--- config.mk ---
export PLATFORM = sky130hd
export DESIGN_NAME = emcs_ctrl
export DESIGN_NICKNAME = d
export VERILOG_FILES = /design/src/rtl/emcs_pkg.sv /design/src/rtl/emcs_match.sv /design/src/rtl/emcs_cfg_sel.sv /design/src/rtl/emcs_shape.sv /design/src/rtl/emcs_ctrl.sv
export SDC_FILE = /design/constraint.sdc
export NUM_CORES = 1
export LEC_CHECK = 0
export ABC_AREA = 1
export BUFFER_PORTS_ARGS = -buffer_cell sky130_fd_sc_hd__buf_2
export CORE_ASPECT_RATIO = 0.7
export CORE_MARGIN = 4
export CORE_UTILIZATION = 42
export DETAILED_ROUTE_END_ITERATION = 6
export GPL_TIMING_DRIVEN = 0
export PLACE_DENSITY = 0.81
export SYNTH_ARGS = -nofsm -noshare
export SYNTH_HDL_FRONTEND = slang
export SYNTH_SLANG_ARGS = --single-unit
--- constraint.sdc ---
create_clock -name clk_i -period 3.72 [get_ports clk_i]
set_input_delay 0.186 -clock clk_i [delete_from_list [all_inputs] [get_ports clk_i]]
set_output_delay 0.186 -clock clk_i [all_outputs]
set_load 0.1 [all_outputs]
--- src/rtl/emcs_pkg.sv ---
package emcs_pkg;

    typedef enum logic [1:0] {
        ST_IDLE   = 2'd0,
        ST_DECODE = 2'd1,
        ST_RUN    = 2'd2
    } emcs_state_e;

    localparam logic [1:0] SZ_LONG = 2'b00;
    localparam logic [1:0] SZ_BYTE = 2'b01;
    localparam logic [1:0] SZ_WORD = 2'b10;
    localparam logic [1:0] SZ_LINE = 2'b11;

    localparam logic [1:0] PS_8  = 2'b00;
    localparam logic [1:0] PS_16 = 2'b01;

    // log2 of the transfer length in bytes
    function automatic logic [2:0] xfer_log2(input logic [1:0] sz);
        case (sz)
            SZ_BYTE: return 3'd0;
            SZ_WORD: return 3'd1;
            SZ_LONG: return 3'd2;
            SZ_LINE: return 3'd4;
            default: return 3'd2;
        endcase
    endfunction

    // log2 of the port width in bytes
    function automatic logic [2:0] port_log2(input logic [1:0] ps);
        case (ps)
            PS_8:    return 3'd0;
            PS_16:   return 3'd1;
            default: return 3'd2;
        endcase
    endfunction

endpackage

--- src/rtl/emcs_match.sv ---
// Address window compare with lowest-index priority.
module emcs_match #(
    parameter int NWIN = 4,
    parameter int AW   = 28
) (
    input  logic [AW-1:0]      addr_i,
    input  logic [NWIN*AW-1:0] base_i,
    input  logic [NWIN*AW-1:0] mask_i,
    output logic [NWIN-1:0]    sel_o,
    output logic               hit_o
);

    logic [NWIN-1:0] raw;

    for (genvar g = 0; g < NWIN; g++) begin : g_win
        assign raw[g] = ((addr_i ^ base_i[g*AW +: AW]) & mask_i[g*AW +: AW]) == '0;
    end

    // isolate the lowest set bit
    assign sel_o = raw & (~raw + NWIN'(1));
    assign hit_o = |raw;

endmodule

--- src/rtl/emcs_cfg_sel.sv ---
// Picks the settings of the selected window, or of the default region.
module emcs_cfg_sel #(
    parameter int NWIN = 4,
    parameter int WSW  = 4
) (
    input  logic [NWIN-1:0]     sel_i,
    input  logic                hit_i,
    input  logic [NWIN-1:0]     win_rd_en_i,
    input  logic [NWIN-1:0]     win_wr_en_i,
    input  logic [NWIN-1:0]     win_aack_i,
    input  logic [NWIN-1:0]     win_burst_i,
    input  logic [NWIN*2-1:0]   win_port_i,
    input  logic [NWIN*WSW-1:0] win_ws_i,
    input  logic                dflt_aack_i,
    input  logic                dflt_burst_i,
    input  logic [1:0]          dflt_port_i,
    input  logic [WSW-1:0]      dflt_ws_i,
    output logic                rd_en_o,
    output logic                wr_en_o,
    output logic                aack_o,
    output logic                burst_o,
    output logic [1:0]          port_o,
    output logic [WSW-1:0]      ws_o
);

    always_comb begin
        if (hit_i) begin
            rd_en_o = 1'b0;
            wr_en_o = 1'b0;
            aack_o  = 1'b0;
            burst_o = 1'b0;
            port_o  = '0;
            ws_o    = '0;
            for (int i = 0; i < NWIN; i++) begin
                if (sel_i[i]) begin
                    rd_en_o = rd_en_o | win_rd_en_i[i];
                    wr_en_o = wr_en_o | win_wr_en_i[i];
                    aack_o  = aack_o  | win_aack_i[i];
                    burst_o = burst_o | win_burst_i[i];
                    port_o  = port_o  | win_port_i[i*2 +: 2];
                    ws_o    = ws_o    | win_ws_i[i*WSW +: WSW];
                end
            end
        end else begin
            rd_en_o = 1'b1;
            wr_en_o = 1'b1;
            aack_o  = dflt_aack_i;
            burst_o = dflt_burst_i;
            port_o  = dflt_port_i;
            ws_o    = dflt_ws_i;
        end
    end

endmodule

--- src/rtl/emcs_shape.sv ---
// Beat count and byte lanes from transfer size, port width and address offset.
module emcs_shape import emcs_pkg::*; (
    input  logic [1:0] size_i,
    input  logic [1:0] port_i,
    input  logic       burst_i,
    input  logic [1:0] ofs_i,
    output logic [4:0] beats_o,
    output logic [3:0] lanes_o
);

    logic [2:0] xl;
    logic [2:0] pl;
    logic [2:0] el;
    logic [2:0] eb;
    logic [3:0] fill;
    logic [1:0] pm;
    logic [1:0] em;
    logic [1:0] ofs;

    always_comb begin
        xl      = xfer_log2(size_i);
        pl      = port_log2(port_i);
        el      = (xl > pl) ? pl : xl;
        eb      = 3'd1 << el;
        fill    = 4'((5'd1 << eb) - 5'd1);
        pm      = 2'((3'd1 << pl) - 3'd1);
        em      = 2'((3'd1 << el) - 3'd1);
        ofs     = ofs_i & pm & ~em;
        lanes_o = fill << ofs;
        beats_o = (burst_i && (xl > pl)) ? (5'd1 << (xl - pl)) : 5'd1;
    end

endmodule

--- src/rtl/emcs_ctrl.sv ---
module emcs_ctrl import emcs_pkg::*; #(
    parameter int NWIN    = 4,
    parameter int AW      = 28,
    parameter int WSW     = 4,
    parameter int HI_BITS = 4
) (
    input  logic                clk_i,
    input  logic                rst_ni,
    input  logic                ext_grant_i,
    input  logic                ts_i,
    input  logic [AW-1:0]       addr_i,
    input  logic                rd_i,
    input  logic [1:0]          size_i,
    input  logic                hi_addr_en_i,
    input  logic [NWIN*AW-1:0]  win_base_i,
    input  logic [NWIN*AW-1:0]  win_mask_i,
    input  logic [NWIN-1:0]     win_rd_en_i,
    input  logic [NWIN-1:0]     win_wr_en_i,
    input  logic [NWIN-1:0]     win_aack_i,
    input  logic [NWIN-1:0]     win_burst_i,
    input  logic [NWIN*2-1:0]   win_port_i,
    input  logic [NWIN*WSW-1:0] win_ws_i,
    input  logic                dflt_aack_i,
    input  logic                dflt_burst_i,
    input  logic [1:0]          dflt_port_i,
    input  logic [WSW-1:0]      dflt_ws_i,
    output logic [NWIN-1:0]     cs_o,
    output logic [3:0]          we_o,
    output logic                ta_o,
    output logic                ta_oe_o
);

    localparam int BW     = 5;            // up to 16 beats
    localparam int HI_LSB = AW - HI_BITS;

    typedef struct packed {
        emcs_state_e     st;
        logic [AW-1:0]   addr;
        logic            rd;
        logic [1:0]      size;
        logic [NWIN-1:0] cs;
        logic [3:0]      we;
        logic            oe;
        logic            beat;
        logic [WSW-1:0]  ws;
        logic [WSW-1:0]  cnt;
        logic [BW-1:0]   left;
    } ctl_t;

    ctl_t ctl_d;
    ctl_t ctl_q;

    logic [AW-1:0]   cap_addr;
    logic [NWIN-1:0] m_sel;
    logic            m_hit;
    logic            r_rd_en;
    logic            r_wr_en;
    logic            r_aack;
    logic            r_burst;
    logic [1:0]      r_port;
    logic [WSW-1:0]  r_ws;
    logic [BW-1:0]   s_beats;
    logic [3:0]      s_lanes;
    logic            beat_w;

    emcs_match #(.NWIN(NWIN), .AW(AW)) u_match (
        .addr_i (ctl_q.addr),
        .base_i (win_base_i),
        .mask_i (win_mask_i),
        .sel_o  (m_sel),
        .hit_o  (m_hit)
    );

    emcs_cfg_sel #(.NWIN(NWIN), .WSW(WSW)) u_cfg (
        .sel_i        (m_sel),
        .hit_i        (m_hit),
        .win_rd_en_i  (win_rd_en_i),
        .win_wr_en_i  (win_wr_en_i),
        .win_aack_i   (win_aack_i),
        .win_burst_i  (win_burst_i),
        .win_port_i   (win_port_i),
        .win_ws_i     (win_ws_i),
        .dflt_aack_i  (dflt_aack_i),
        .dflt_burst_i (dflt_burst_i),
        .dflt_port_i  (dflt_port_i),
        .dflt_ws_i    (dflt_ws_i),
        .rd_en_o      (r_rd_en),
        .wr_en_o      (r_wr_en),
        .aack_o       (r_aack),
        .burst_o      (r_burst),
        .port_o       (r_port),
        .ws_o         (r_ws)
    );

    emcs_shape u_shape (
        .size_i  (ctl_q.size),
        .port_i  (r_port),
        .burst_i (r_burst),
        .ofs_i   (ctl_q.addr[1:0]),
        .beats_o (s_beats),
        .lanes_o (s_lanes)
    );

    always_comb begin
        ctl_d    = ctl_q;
        cap_addr = addr_i;
        if (!hi_addr_en_i) begin
            cap_addr[AW-1:HI_LSB] = '0;
        end
        unique case (ctl_q.st)
            ST_IDLE: begin
                if (ext_grant_i && ts_i) begin
                    ctl_d.st   = ST_DECODE;
                    ctl_d.addr = cap_addr;
                    ctl_d.rd   = rd_i;
                    ctl_d.size = size_i;
                end
            end
            ST_DECODE: begin
                if ((ctl_q.rd && r_rd_en) || (!ctl_q.rd && r_wr_en)) begin
                    ctl_d.st   = ST_RUN;
                    ctl_d.cs   = m_sel;
                    ctl_d.we   = (!ctl_q.rd && m_hit) ? s_lanes : 4'b0000;
                    ctl_d.oe   = r_aack;
                    ctl_d.ws   = r_ws;
                    ctl_d.cnt  = r_ws;
                    ctl_d.left = s_beats;
                    ctl_d.beat = (r_ws == '0);
                end else begin
                    ctl_d.st = ST_IDLE;
                end
            end
            ST_RUN: begin
                if (ctl_q.beat) begin
                    if (ctl_q.left == BW'(1)) begin
                        ctl_d.st   = ST_IDLE;
                        ctl_d.cs   = '0;
                        ctl_d.we   = '0;
                        ctl_d.oe   = 1'b0;
                        ctl_d.beat = 1'b0;
                        ctl_d.left = '0;
                    end else begin
                        ctl_d.left = ctl_q.left - BW'(1);
                        ctl_d.cnt  = ctl_q.ws;
                        ctl_d.beat = (ctl_q.ws == '0);
                    end
                end else if (ctl_q.cnt == WSW'(1)) begin
                    ctl_d.cnt  = '0;
                    ctl_d.beat = 1'b1;
                end else begin
                    ctl_d.cnt = ctl_q.cnt - WSW'(1);
                end
            end
            default: ctl_d.st = ST_IDLE;
        endcase
    end

    always_ff @(posedge clk_i or negedge rst_ni) begin
        if (!rst_ni) begin
            ctl_q <= '0;
        end else begin
            ctl_q <= ctl_d;
        end
    end

    assign beat_w  = ctl_q.beat;
    assign cs_o    = ctl_q.cs;
    assign we_o    = ctl_q.we;
    assign ta_oe_o = ctl_q.oe;
    assign ta_o    = ctl_q.beat & ctl_q.oe;

endmodule

Yosys cells after proc, flatten, opt, wreduce, memory -nomap -nowiden:

Index checks and enable logic that the tools add are counted.

* bits of input ports: 308
* word-level logic and storage cells: 166
* output and inout bits: 10
* flip-flop bits (word level): 56

* magnitude comparators: 1
* bitwise logic cells: 32
* add/subtract/negate cells: 7
* reductions and logical operators: 25
* shifts and indexed selects: 5
* equality and inequality tests: 13
* muxes and demuxes: 72

Operator list (number)
* $and A28 B28 Y28: 4
* $logic_not A28 Y1: 4
* $xor A28 B28 Y28: 4
* $mux W4: 13
* $mux W1: 35
* $mux W33: 1
* $mux W23: 1
* $mux W2: 11
* $pmux W10 S2: 1
* $mux W9: 2
* $pmux W9 S2: 1
* $mux W5: 3
* $or A1 B1 Y1: 12
* $or A4 B4 Y4: 3
* $pmux W3 S4: 1
* $reduce_and A3 Y1: 3
* $logic_not A4 Y1: 2
* $ne A2 B2 Y1 const B: 4
* $sub A4 B1 Y4 const B: 2
* $eq A2 B1 Y1 const B: 3
* $eq A2 B2 Y1 const B: 3
* $logic_not A2 Y1: 3
* $or A2 B2 Y2: 3
* $pmux W2 S3: 1
* other kinds (27): 35

Depth between registers and ports, before layout:

* depth in word-level cells: 29
* depth in mapped cells: 35
* depth with buffers taken out: 34

Cells and area by module:

From an unflattened synthesis, not the netlist that was laid out.

* cells, all modules: 1031
* area total of the unflattened synthesis: 5926.9 sq um

By module, submodules not included
* emcs_ctrl: area an instance 2728.9 sq um, cells an instance 332, instances 1, seq. area each 1401.3 sq um
* emcs_match: area an instance 2284.7 sq um, cells an instance 527, instances 1, seq. area each 0.0 sq um
* emcs_shape: area an instance 523.0 sq um, cells an instance 83, instances 1, seq. area each 0.0 sq um
* emcs_cfg_sel: area an instance 390.4 sq um, cells an instance 89, instances 1, seq. area each 0.0 sq um

Worst setup path after synthesis:

No wires, ideal clock.

* path type: register to register
* start point: register ctl_q[49] in the netlist's numbering
* end point: register ctl_q (netlist bit we_o[3])
* path slack: -0.010 ns
* stages on the path, launching flop included: 28
* setup time: 0.116 ns
* path buffers: 0
* period minus slack after synthesis: 3.730 ns
* data arrival time: 3.614 ns
* required time: 3.604 ns
* cell sequence: dfrtp_1 > or2_1 > nand3_1 > nand2_1 > nor2_1 > nand3_1 > nor2_1 > nand4_1 > nand3_2 > nand2_4 > ha_1 > inv_1 > nor2_1 > o21ai_0 > nand2_1 > nand3_2 > nand2_2 > nor2_8 > inv_1 > ha_1 > nand3_1 > ha_1 > xor2_1 > nand3_1 > nand2_1 > nand2_1 > nand2_1 > nand2_1

* cells in the longest elaborated chain, start to end: 29
* elaborated cells on any way between the ends: 73
* those cells by class: 4 x add/sub; 1 x order compare; 2 x eq/ne; 4 x shift; 29 x mux; 22 x bitwise; 11 x reduce/logical

Ends and longest elaborated chain
* from (decl): line emcs_ctrl.sv:51 `ctl_t ctl_q;`
* from (signal assigned): line emcs_ctrl.sv:162 `ctl_q <= ctl_d;`
* branches (longest 29 deep; another with $add A4 B1 Y4)

Several ways; the timed one is not identified. The select of a mux whose other input is x is not followed.
A chain may end at the register's enable or synchronous reset.

Final worst setup path:

* start point: register ctl_q[35] in the netlist's numbering
* end point: register ctl_q (netlist bit we_o[3])

Same word-level chain as after synthesis.

==> flow_summary.toml <==
[synth]
syn_avg_cell_area_sq_um = 5.80
synth-warning-count = 0
ys_types = 43
synth_area_leaders = "nand2_1, dfrtp_1, nand3_1"
synth.largest_area_cell = "nand2_1"
yosysSeqAreaShare_pct = 23.7
synth_fp_nets = 1338
synth.cell_area_sq_um = 5900
synth-seq-cells = 56
synth_top_area_share_pct = 24.0
syn_inst = 1018

[global_route]
antenna_found_initial = 0
grt_first_pass_wirelength_mm = 34.8
grt_max_degree = 57
grt_pass1_vias = 7058
grt_usage_pct = 27.6
grt_overflow = 0

[clock_tree]
clk_path_buf_depth = 2
cts-root-buf = "clkbuf_16"
cts.sinks = 56
clock_latency_ps = 300
cts_hold_buf = 0
htree_levels = 2
cts_buffers = 5
cts_tree = "built"
clk_pin_slew_ps = 80

[setup_path]
max_stage_delay_ps = 440
reg2reg_from = "ctl_q[35]"
required_ps = 3910
arrival_ps = 3920
cp_max_fo = 7
crit_top_cell = "nand2_1"
startpoint = "ctl_q[35]"
crit_path_end_kind = "flop"
cp_slowest_cell = "dfrtp_2"
cp-start-kind = "flop"
crit_family = "simple AND/OR/NAND/NOR gates"
cp_num_buf_inv = 6
worstSetupPathType = "flop to flop"

[die]
rows = 35
coreArea_sq_um = 13400
die_width_um = 150
start_util_pct = 43.9
dieArea_sq_um = 16000
io_pins = 318
die_h_um = 107

[routing]
avgViaCountPerCell = 4.98
routed_wl_mm = 23.6
highest_layer = "met4"
met1_length_mm = 10.1
met3_length_mm = 2.08
wl_per_cell_um = 15.1
ant_nets = 0
drcViolationCount = 0
first_iter_violations = 462
vias = 7798
first_pass_iters = 5
wl_met2_mm = 11.0

[timing]
rsz0062_at_grt = "yes"
finClkSkew_ps = 8.54
drv_slew = 0
tightest_slew_ps = 813
fin_setup_tns_ps = -8.80
setup_viol = 1
hold_violations = 31
maxSlewHeadroom_pct = 45.8
fin_ws_ps = -8.80
post-route-period-util_pct = 100
fmax_mhz = 268
fin_hold_ws_ps = -37.0
fin_crit_ps = 3730

[power_and_ir_drop]
p_leak_nw = 4.91
finalPower_mw = 5.07
power_density_nw_per_um2 = 590
vdd_drop_max_uv = 301

[status]
outcome = "finished with violations"
violations = "hold timing, setup timing"

[layout]
layout.area.seq_sq_um = 1420
drive_gt1_share_pct = 38.2
multi_input_area_sq_um = 4120
nNetsFinal = 1699
diodes = 0
fill_cells = 1264
area_delta_synth_final_pct = 45.5

[hold_path]
min_path_type = "primary input to asynchronous set/reset pin"

[placed_design]
gp_congestion = 0.905
place_hpwl_mm = 19.2
portBuffers = 317

[job]
drv_cap = 0
## report_power, final
part	switching [mW]	leakage (nW)	total, mW	internal (mW)
clock network	0.254	0.0944	0.643	0.390
registers	0.332	0.673	1.20	0.872
logic	1.87	4.14	3.22	1.35
total	2.46	4.91	5.07	2.61
## worst register-to-register path: cells and delay by family (launching register included)
kind,cells,cell delay [ps]
flip-flops,1,440
AND/OR/NAND/NOR,21,1870
buffers and inverters,6,600
adder cells (fa/ha/maj),3,650
AO/OA/AOI/OAI,1,70
## Yosys cell counts
cell,n
nand2_4,9
a31oi_1,2
nor3_1,3
o22ai_1,3
dfrtp_1,56
xor2_1,4
nand3_4,2
a21oi_1,8
o31ai_1,4
clkinv_4,1
buf_6,3
or2_0,1
nand2_2,7
clkinv_1,1
o21ai_1,10
or2_2,3
nor2_4,6
nand4_1,10
inv_4,1
xnor2_1,3
fa_1,1
a21oi_2,1
nor2_8,2
inv_1,135
or2_1,17
buf_4,8
clkbuf_1,7
a22oi_1,3
nor2_2,9
o31ai_2,1
nand2_1,377
a221oi_1,1
and3_1,1
inv_2,24
a21boi_1,1
nor2_1,83
o211ai_1,2
nand3_1,131
nand3_2,9
o21ai_0,55
a31o_2,1
nor4_1,1
ha_1,11
## path summary, 6_finish.rpt
path	to	slack, ps	cells after the start
max in group asynchronous	ctl_q[52]	3160	1
min	we_o[2]	-40	1
max	we_o[3]	-9	31
min in group clk_i	ctl_q[24]	90	3
max reg2reg	we_o[3]	-9	31
min reg2reg	we_o[1]	490	2
## per-layer routing
metal,vias to the layer above,global-route usage (%)
li1,3919,-
met1,3511,36.6
met2,329,46.7
met3,39,5.91
met4,0,5.22
met5,-,0
## layout by cell type (no fill, tap or decap), drive strengths merged, types with 3 or more instances in the layout
| cell | netlist | layout |
|---|---|---|
| buf | 11 | 365 |
| nor2 | 100 | 100 |
| a22oi | 3 | 3 |
| nand2 | 393 | 393 |
| xnor2 | 3 | 3 |
| nand3 | 142 | 142 |
| inv | 160 | 161 |
| o21ai | 65 | 65 |
| a21oi | 9 | 9 |
| clkbuf | 7 | 12 |
| or2 | 21 | 21 |
| dfrtp | 56 | 56 |
| o31ai | 5 | 5 |
| o22ai | 3 | 3 |
| xor2 | 4 | 4 |
| ha | 11 | 11 |
| nor3 | 3 | 3 |
| nand4 | 10 | 10 |
## kinds of logic (layout without fill, tap and decap cells)
family	Yosys count	count (layout)	synth area share (%)
AO/OA/AOI/OAI	92	92	8.65
buffers and inverters	180	542	12.5
AND/OR/NAND/NOR	671	671	51.5
flip-flops	56	56	23.7
adder cells (fa/ha/maj)	12	12	2.67
XOR/XNOR	7	7	1.04
## cell type report
class / instances / area share, %
buffer: 18 / 1.40
sequential: 56 / 16.5
clock inverter: 3 / 0.801
timing repair buffer: 354 / 22.0
inverter: 162 / 7.19
tap: 185 / 2.69
clock buffer: 5 / 1.46
multi-input combinational: 782 / 47.9
## flip-flops by register name, summed over array words and instances, names as in the netlist
register,flops
ta_oe_o,1
beat_w,1
ctl_q,46
we_o,4
cs_o,4
## timing repair
item,in CTS,in global routing
cloned,0,0
resized for setup,54,53
setup endpoints to repair,4,5
buffers inserted,29,8
pin swaps,32,38
## per-stage QoR
stage	setup WS [ps]	hold WS [ps]	utilization, %	std cells	instance area [sq um]
CTS	3.27	78.9	62.0	1557	8330
floorplan	12.8	-110	-	1018	5910
global route	-228	7.54	63.9	1565	8590
global placement	-696	387	57.5	1520	7720
detailed placement	-837	398	57.5	1520	7720
finish	-8.80	-37.0	63.9	1565	8590
Power figures use the tool's default switching activity.
